## config.mk

```make
export PLATFORM = sky130hd
export DESIGN_NAME = wdog_prescaled
export DESIGN_NICKNAME = d
export VERILOG_FILES = /design/src/rtl/wdog_pkg.sv /design/src/rtl/wdog_presc.sv /design/src/rtl/wdog_count.sv /design/src/rtl/wdog_expiry.sv /design/src/rtl/wdog_prescaled.sv
export SDC_FILE = /design/constraint.sdc
export NUM_CORES = 1
export LEC_CHECK = 0
export BUFFER_PORTS_ARGS = -buffer_cell sky130_fd_sc_hd__clkbuf_2
export CAP_MARGIN = 20
export CORE_MARGIN = 1
export CORE_UTILIZATION = 40
export CTS_BUF_LIST = sky130_fd_sc_hd__clkbuf_2
export DETAILED_ROUTE_END_ITERATION = 16
export GPL_TIMING_DRIVEN = 0
export PLACE_DENSITY = 0.68
export SLEW_MARGIN = 10
export SYNTH_ARGS = -nofsm -noshare
export SYNTH_HDL_FRONTEND = slang
export SYNTH_SLANG_ARGS = --single-unit
```

## constraint.sdc

```tcl
create_clock -name clk -period 2.1 [get_ports clk]
set_input_delay 0.21 -clock clk [delete_from_list [all_inputs] [get_ports clk]]
set_output_delay 0.21 -clock clk [all_outputs]
set_load 0.01 [all_outputs]
```

## src/rtl/wdog_pkg.sv

```systemverilog
package wdog_pkg;
  typedef enum logic [1:0] {
    WD_OFF        = 2'd0,
    WD_IRQ_PARK   = 2'd1,
    WD_IRQ_RELOAD = 2'd2,
    WD_TWO_STAGE  = 2'd3
  } wd_mode_e;
endpackage

```

## src/rtl/wdog_presc.sv

```systemverilog
module wdog_presc #(
  parameter int PRESC_W = 10
) (
  input  logic clk,
  input  logic rst,
  input  logic run,
  input  logic clr,
  output logic tick
);
  logic [PRESC_W-1:0] pcnt_q;

  always_ff @(posedge clk) begin
    if (rst || clr)   pcnt_q <= '0;
    else if (run)     pcnt_q <= pcnt_q + 1'b1;
  end

  // one step per full wrap of the divider
  assign tick = run && (&pcnt_q) && !clr;

  // steps are isolated, never on consecutive cycles
  p_tick_gap_r3: assert property (@(posedge clk) disable iff (rst)
    tick |=> !tick);
endmodule

```

## src/rtl/wdog_count.sv

```systemverilog
module wdog_count
  import wdog_pkg::*;
#(
  parameter int LEN_W = 16,
  parameter int CNT_W = 24
) (
  input  logic             clk,
  input  logic             rst,
  input  wd_mode_e         mode,
  input  logic             ctrl_wr,
  input  logic [CNT_W-1:0] ctrl_cnt,
  input  logic             kick,
  input  logic [LEN_W-1:0] len,
  input  logic             tick,
  output logic [CNT_W-1:0] count,
  output logic             expire
);
  localparam int FRAC_W = CNT_W - LEN_W;

  logic [CNT_W-1:0] reload;
  logic             at_end;

  assign reload = {len, {FRAC_W{1'b0}}};
  assign at_end = (count <= CNT_W'(1));
  assign expire = tick && (mode != WD_OFF) && at_end && !ctrl_wr && !kick;

  always_ff @(posedge clk) begin
    if (rst) begin
      count <= '0;
    end else if (ctrl_wr) begin
      count <= ctrl_cnt;
    end else if (kick) begin
      count <= reload;
    end else if (tick && mode != WD_OFF) begin
      if (at_end) count <= (mode == WD_IRQ_PARK) ? '0 : reload;
      else        count <= count - 1'b1;
    end
  end

  // frozen while off unless software loads it
  p_frozen_off_r9: assert property (@(posedge clk) disable iff (rst)
    (mode == WD_OFF && !ctrl_wr && !kick) |=> $stable(count));
  // a step away from the end removes exactly one
  p_step_one_r3: assert property (@(posedge clk) disable iff (rst)
    (tick && mode != WD_OFF && !ctrl_wr && !kick && count > CNT_W'(1))
      |=> count == $past(count) - 1'b1);
  // parked mode settles at zero after expiry
  p_park_zero_r6: assert property (@(posedge clk) disable iff (rst)
    (expire && mode == WD_IRQ_PARK) |=> count == '0);
endmodule

```

## src/rtl/wdog_expiry.sv

```systemverilog
module wdog_expiry
  import wdog_pkg::*;
(
  input  logic     clk,
  input  logic     rst,
  input  wd_mode_e mode,
  input  logic     clr,
  input  logic     expire,
  output logic     irq,
  output logic     rst_req
);
  logic armed_q;

  always_ff @(posedge clk) begin
    if (rst) begin
      irq     <= 1'b0;
      rst_req <= 1'b0;
      armed_q <= 1'b0;
    end else begin
      rst_req <= 1'b0;
      if (clr) begin
        irq     <= 1'b0;
        armed_q <= 1'b0;
      end else if (expire) begin
        irq <= 1'b1;
        if (mode == WD_TWO_STAGE) begin
          armed_q <= 1'b1;
          if (armed_q) rst_req <= 1'b1;
        end
      end
    end
  end

  // reset request is a single-cycle pulse
  p_rst_pulse_r8: assert property (@(posedge clk) disable iff (rst)
    rst_req |=> !rst_req);
  // escalation only follows an interrupt already raised
  p_rst_after_irq_r8: assert property (@(posedge clk) disable iff (rst)
    rst_req |-> irq);
  // only the two-stage mode may request a reset
  p_rst_mode_r7: assert property (@(posedge clk) disable iff (rst)
    rst_req |-> mode == WD_TWO_STAGE);
endmodule

```

## src/rtl/wdog_prescaled.sv

```systemverilog
module wdog_prescaled
  import wdog_pkg::*;
#(
  parameter int              DATA_W   = 64,
  parameter int              ADDR_W   = 20,
  parameter int              PRESC_W  = 10,
  parameter int              LEN_W    = 16,
  parameter int              CNT_W    = 24,
  parameter logic [ADDR_W-1:0] CTRL_OFS = 20'h40000,
  parameter logic [ADDR_W-1:0] KICK_OFS = 20'h50000
) (
  input  logic              clk,
  input  logic              rst,
  input  logic              wr_en,
  input  logic              rd_en,
  input  logic [ADDR_W-1:0] addr,
  input  logic [DATA_W-1:0] wdata,
  output logic [DATA_W-1:0] rdata,
  output logic              irq_o,
  output logic              rst_req_o
);
  localparam int MODE_W  = 2;
  localparam int LEN_LSB = 4;
  localparam int CNT_LSB = LEN_LSB + LEN_W;

  wd_mode_e         mode_q;
  logic [LEN_W-1:0] len_q;
  logic [CNT_W-1:0] count;
  logic             ctrl_sel, kick_sel, ctrl_wr, kick_wr;
  logic             tick, expire;
  logic [DATA_W-1:0] ctrl_view;

  assign ctrl_sel = (addr == CTRL_OFS);
  assign kick_sel = (addr == KICK_OFS);
  assign ctrl_wr  = wr_en && ctrl_sel;
  assign kick_wr  = wr_en && kick_sel;

  always_ff @(posedge clk) begin
    if (rst) begin
      mode_q <= WD_OFF;
      len_q  <= '0;
    end else if (ctrl_wr) begin
      mode_q <= wd_mode_e'(wdata[MODE_W-1:0]);
      len_q  <= wdata[LEN_LSB +: LEN_W];
    end
  end

  wdog_presc #(.PRESC_W(PRESC_W)) u_presc (
    .clk (clk),
    .rst (rst),
    .run (mode_q != WD_OFF),
    .clr (ctrl_wr || kick_wr),
    .tick(tick)
  );

  wdog_count #(.LEN_W(LEN_W), .CNT_W(CNT_W)) u_count (
    .clk     (clk),
    .rst     (rst),
    .mode    (mode_q),
    .ctrl_wr (ctrl_wr),
    .ctrl_cnt(wdata[CNT_LSB +: CNT_W]),
    .kick    (kick_wr),
    .len     (len_q),
    .tick    (tick),
    .count   (count),
    .expire  (expire)
  );

  wdog_expiry u_expiry (
    .clk    (clk),
    .rst    (rst),
    .mode   (mode_q),
    .clr    (ctrl_wr || kick_wr),
    .expire (expire),
    .irq    (irq_o),
    .rst_req(rst_req_o)
  );

  always_comb begin
    ctrl_view = '0;
    ctrl_view[MODE_W-1:0]         = mode_q;
    ctrl_view[LEN_LSB +: LEN_W]   = len_q;
    ctrl_view[CNT_LSB +: CNT_W]   = count;
  end

  always_ff @(posedge clk) begin
    if (rst)                   rdata <= '0;
    else if (rd_en && ctrl_sel) rdata <= ctrl_view;
    else                       rdata <= '0;
  end

  // a kick always drops the interrupt
  p_kick_clears_r4: assert property (@(posedge clk) disable iff (rst)
    kick_wr |=> !irq_o);
  // unmapped reads return zero
  p_rd_zero_r10: assert property (@(posedge clk) disable iff (rst)
    (rd_en && !ctrl_sel) |=> rdata == '0);
  // nothing fires while switched off
  p_quiet_off_r9: assert property (@(posedge clk) disable iff (rst)
    (mode_q == WD_OFF && !ctrl_wr) |=> !rst_req_o);
endmodule

```

==> results.json <==
{
  "power_leakage_uw": 0.00279,
  "cts-htree-levels": 3,
  "ys_seq_area_share_pct": 42.4,
  "clockBufferDepth": 2,
  "setup_ws_ps": -122,
  "fp.dieH_um": 109,
  "vias_per_cell": 5.33,
  "cp_max_fo": 8,
  "maxCapViolations": 0,
  "drive_gt1_share_pct": 29.0,
  "synthFlopType": "dfxtp_1",
  "dieArea_um2": 11900,
  "cellPowerDensity_nw_per_um2": 455,
  "critPathBufInv": 0,
  "path_clk_slew_ps": 240,
  "crit_path_frequent_cell": "or4_4",
  "io-pin-count": 154,
  "start_util_pct": 41.7,
  "critical_path.startpoint_type": "register",
  "max-slew-margin-rel_pct": 56.2,
  "setup_viol": 7,
  "status": "complete, but fails checks",
  "ys_warn_count": 0,
  "cts_root_buf": "clkbuf_2",
  "netlist_area_um2": 4580,
  "ys_seq_elements": 97,
  "fin_util_pct": 56.7,
  "gr-total-overflow": 0,
  "synth_edf_count": 0,
  "worstPathCellList": "or4_4, or3_4, or4_4, a2bb2oi_1, o22ai_1, a211oi_2",
  "grt_max_degree": 15,
  "period_share_pct": 106,
  "antenna_found_initial": 0,
  "wire_per_inst_um": 16.6,
  "num_vias": 4714,
  "fin_area_um2": 6230,
  "drt_iter0_markers": 253,
  "fp.dieW_um": 109,
  "area_delta_synth_final_pct": 36.1,
  "dp_hpwl_um": 10400,
  "cp-end-kind": "register",
  "cts_tree": "built",
  "drt_wl_total_um": 14700,
  "path_delay_family": "simple AND/OR/NAND/NOR gates",
  "route.detailed.drc": 0,
  "antenna_left": 0,
  "finalHoldViolCount": 0,
  "worst_path_largest_cell_delay_ps": 510,
  "ir_drop_mv": 0.342,
  "fin_nets": 830,
  "rows": 38,
  "fmax_ghz": 0.450,
  "diodes": 0,
  "critical_path_arrival_ps": 2750,
  "rsz0062_at_grt": "true",
  "tightest_slew_ps": 657,
  "numClockSinks": 97,
  "maxSlewViolCount": 0,
  "firstDrtPassIters": 7,
  "cts-buffers-inserted": 9,
  "violations": "setup timing",
  "crit_type": "reg2reg",
  "slowest_stage": "or4_4",
  "syn-mean-instance-area_um2": 8.49,
  "placed_cell_area_um2": 5380,
  "p_total_uw": 2830,
  "fin_crit_ps": 2220,
  "coreArea_um2": 11000,
  "worstPathRequired_ps": 2630,
  "track_usage_pct": 25.7,
  "worstSkewPairLatency_ps": 600,
  "synthArstFlopShare_pct": 0,
  "grt_first_pass_wirelength_um": 22600,
  "skew_ps": 22.1,
  "first_global_vias": 4489,
  "pre_cts_slack_ps": -558,
  "io_buffers": 109,
  "synth_cells": 539,
  "hold_class": "in2reg",
  "synth.distinct_cells": 63,
  "gp_congestion": 0.909
}
## timing repair
| item | 4_1_cts | 5_1_grt |
|---|---|---|
| pin swaps | 10 | 7 |
| buffers inserted | 12 | 7 |
| hold endpoints to repair | 41 | 1 |
| gates cloned | 0 | 0 |
| hold buffers | 43 | 1 |
| resized for setup | 26 | 19 |
| setup endpoints to repair | 27 | 26 |
## path summary, 6_finish.rpt
| kind | startpoint | slack (ps) | depth (start not counted) | endpoint |
|---|---|---|---|---|
| setup reg to reg | u_count.count[15] | -120 | 6 | u_count.count[22] |
| hold reg to reg | len_q[5] | 480 | 2 | len_q[5] |
| hold / removal | wdata[42] | 50 | 4 | u_count.count[22] |
| setup / recovery | u_count.count[15] | -120 | 6 | u_count.count[22] |
## tightest hold or removal path, delay by kind of cell
family | cells | cell delay (ps)
AND/OR/NAND/NOR | 1 | 130
buffers and inverters | 1 | 80
AO/OA/AOI/OAI | 2 | 210
## flip-flops by register name (all words and copies together) (netlist names)
| signal | flops |
|---|---|
| u_expiry.armed_q | 1 |
| rdata | 42 |
| u_count.count | 24 |
| u_expiry.rst_req | 1 |
| len_q | 16 |
| mode_q | 2 |
| u_expiry.irq | 1 |
| u_presc.pcnt_q | 10 |
## cells in the final DEF (no fill, tap or decap), drive strengths merged, types with 10 or more instances in the layout
master	count
nand2	62
nor4	17
o21ai	20
buf	45
clkbuf	143
and2	45
nor3	23
nor2	28
conb	22
nand3	12
a21oi	48
dlygate4sd3	44
a211oi	15
dfxtp	97
xor2	10
## layer usage
metal | GRT usage (%) | up-vias | wire, um
li1 | - | 2283 | -
met1 | 31.6 | 2192 | 6280
met2 | 42.0 | 207 | 6920
met3 | 6.87 | 32 | 1000
met4 | 10.9 | 0 | 451
met5 | 0 | - | 0
## cell families (layout without fill, tap and decap cells)
group	after synthesis	after routing	synth area share [%]
compound gates	129	129	17.7
mux	4	4	0.929
fa+ha+maj	3	3	0.820
other cells	1	22	0.0819
buf+inv	59	243	8.23
xor+xnor	13	13	2.49
flops	97	97	42.4
simple gates	233	233	27.3
## report_power, final
group / switching (uW) / leakage (uW) / internal [uW]
combinational: 108 / 0.00195 / 134
sequential: 0.00165 / 0.000786 / 1840
clock: 596 / 0.0000606 / 153
## synth_stat cells (all sizes together), types with 4 or more instances
master	count	area (um^2)
a21oi	48	244
o22ai	9	56.3
o21a	5	37.5
xor2	10	87.6
a211oi	15	118
nand4	6	37.5
clkbuf	28	175
inv	5	18.8
buf	25	179
nand2	62	233
and2	45	283
nor4	17	121
dfxtp	97	1940
nand3	12	60.1
and3	9	57.6
nor2	28	105
or3	5	36.3
o21ai	20	100
or2	5	31.3
nor3	23	115
a22oi	4	30.0
## cell type report
type                       instances  area, um^2
timing repair buffer             172        1130
fill                            1035        4750
tap                              140         175
buffer                            49         343
clock inverter                     5        22.5
multi-input combinational        404        2520
sequential                        97        1960
clock buffer                      11        55.1
inverter                           6        22.5
## metrics by stage
step	hold WS, ps	setup TNS [ps]	std cells
finish	52.1	-319	884
global route	20.1	-975	884
CTS	12.4	-657	878
detailed placement	446	-18270	809
global placement	440	-16990	809
floorplan	348	-31.7	560
No activity file was read; power rests on OpenSTA's default activity.
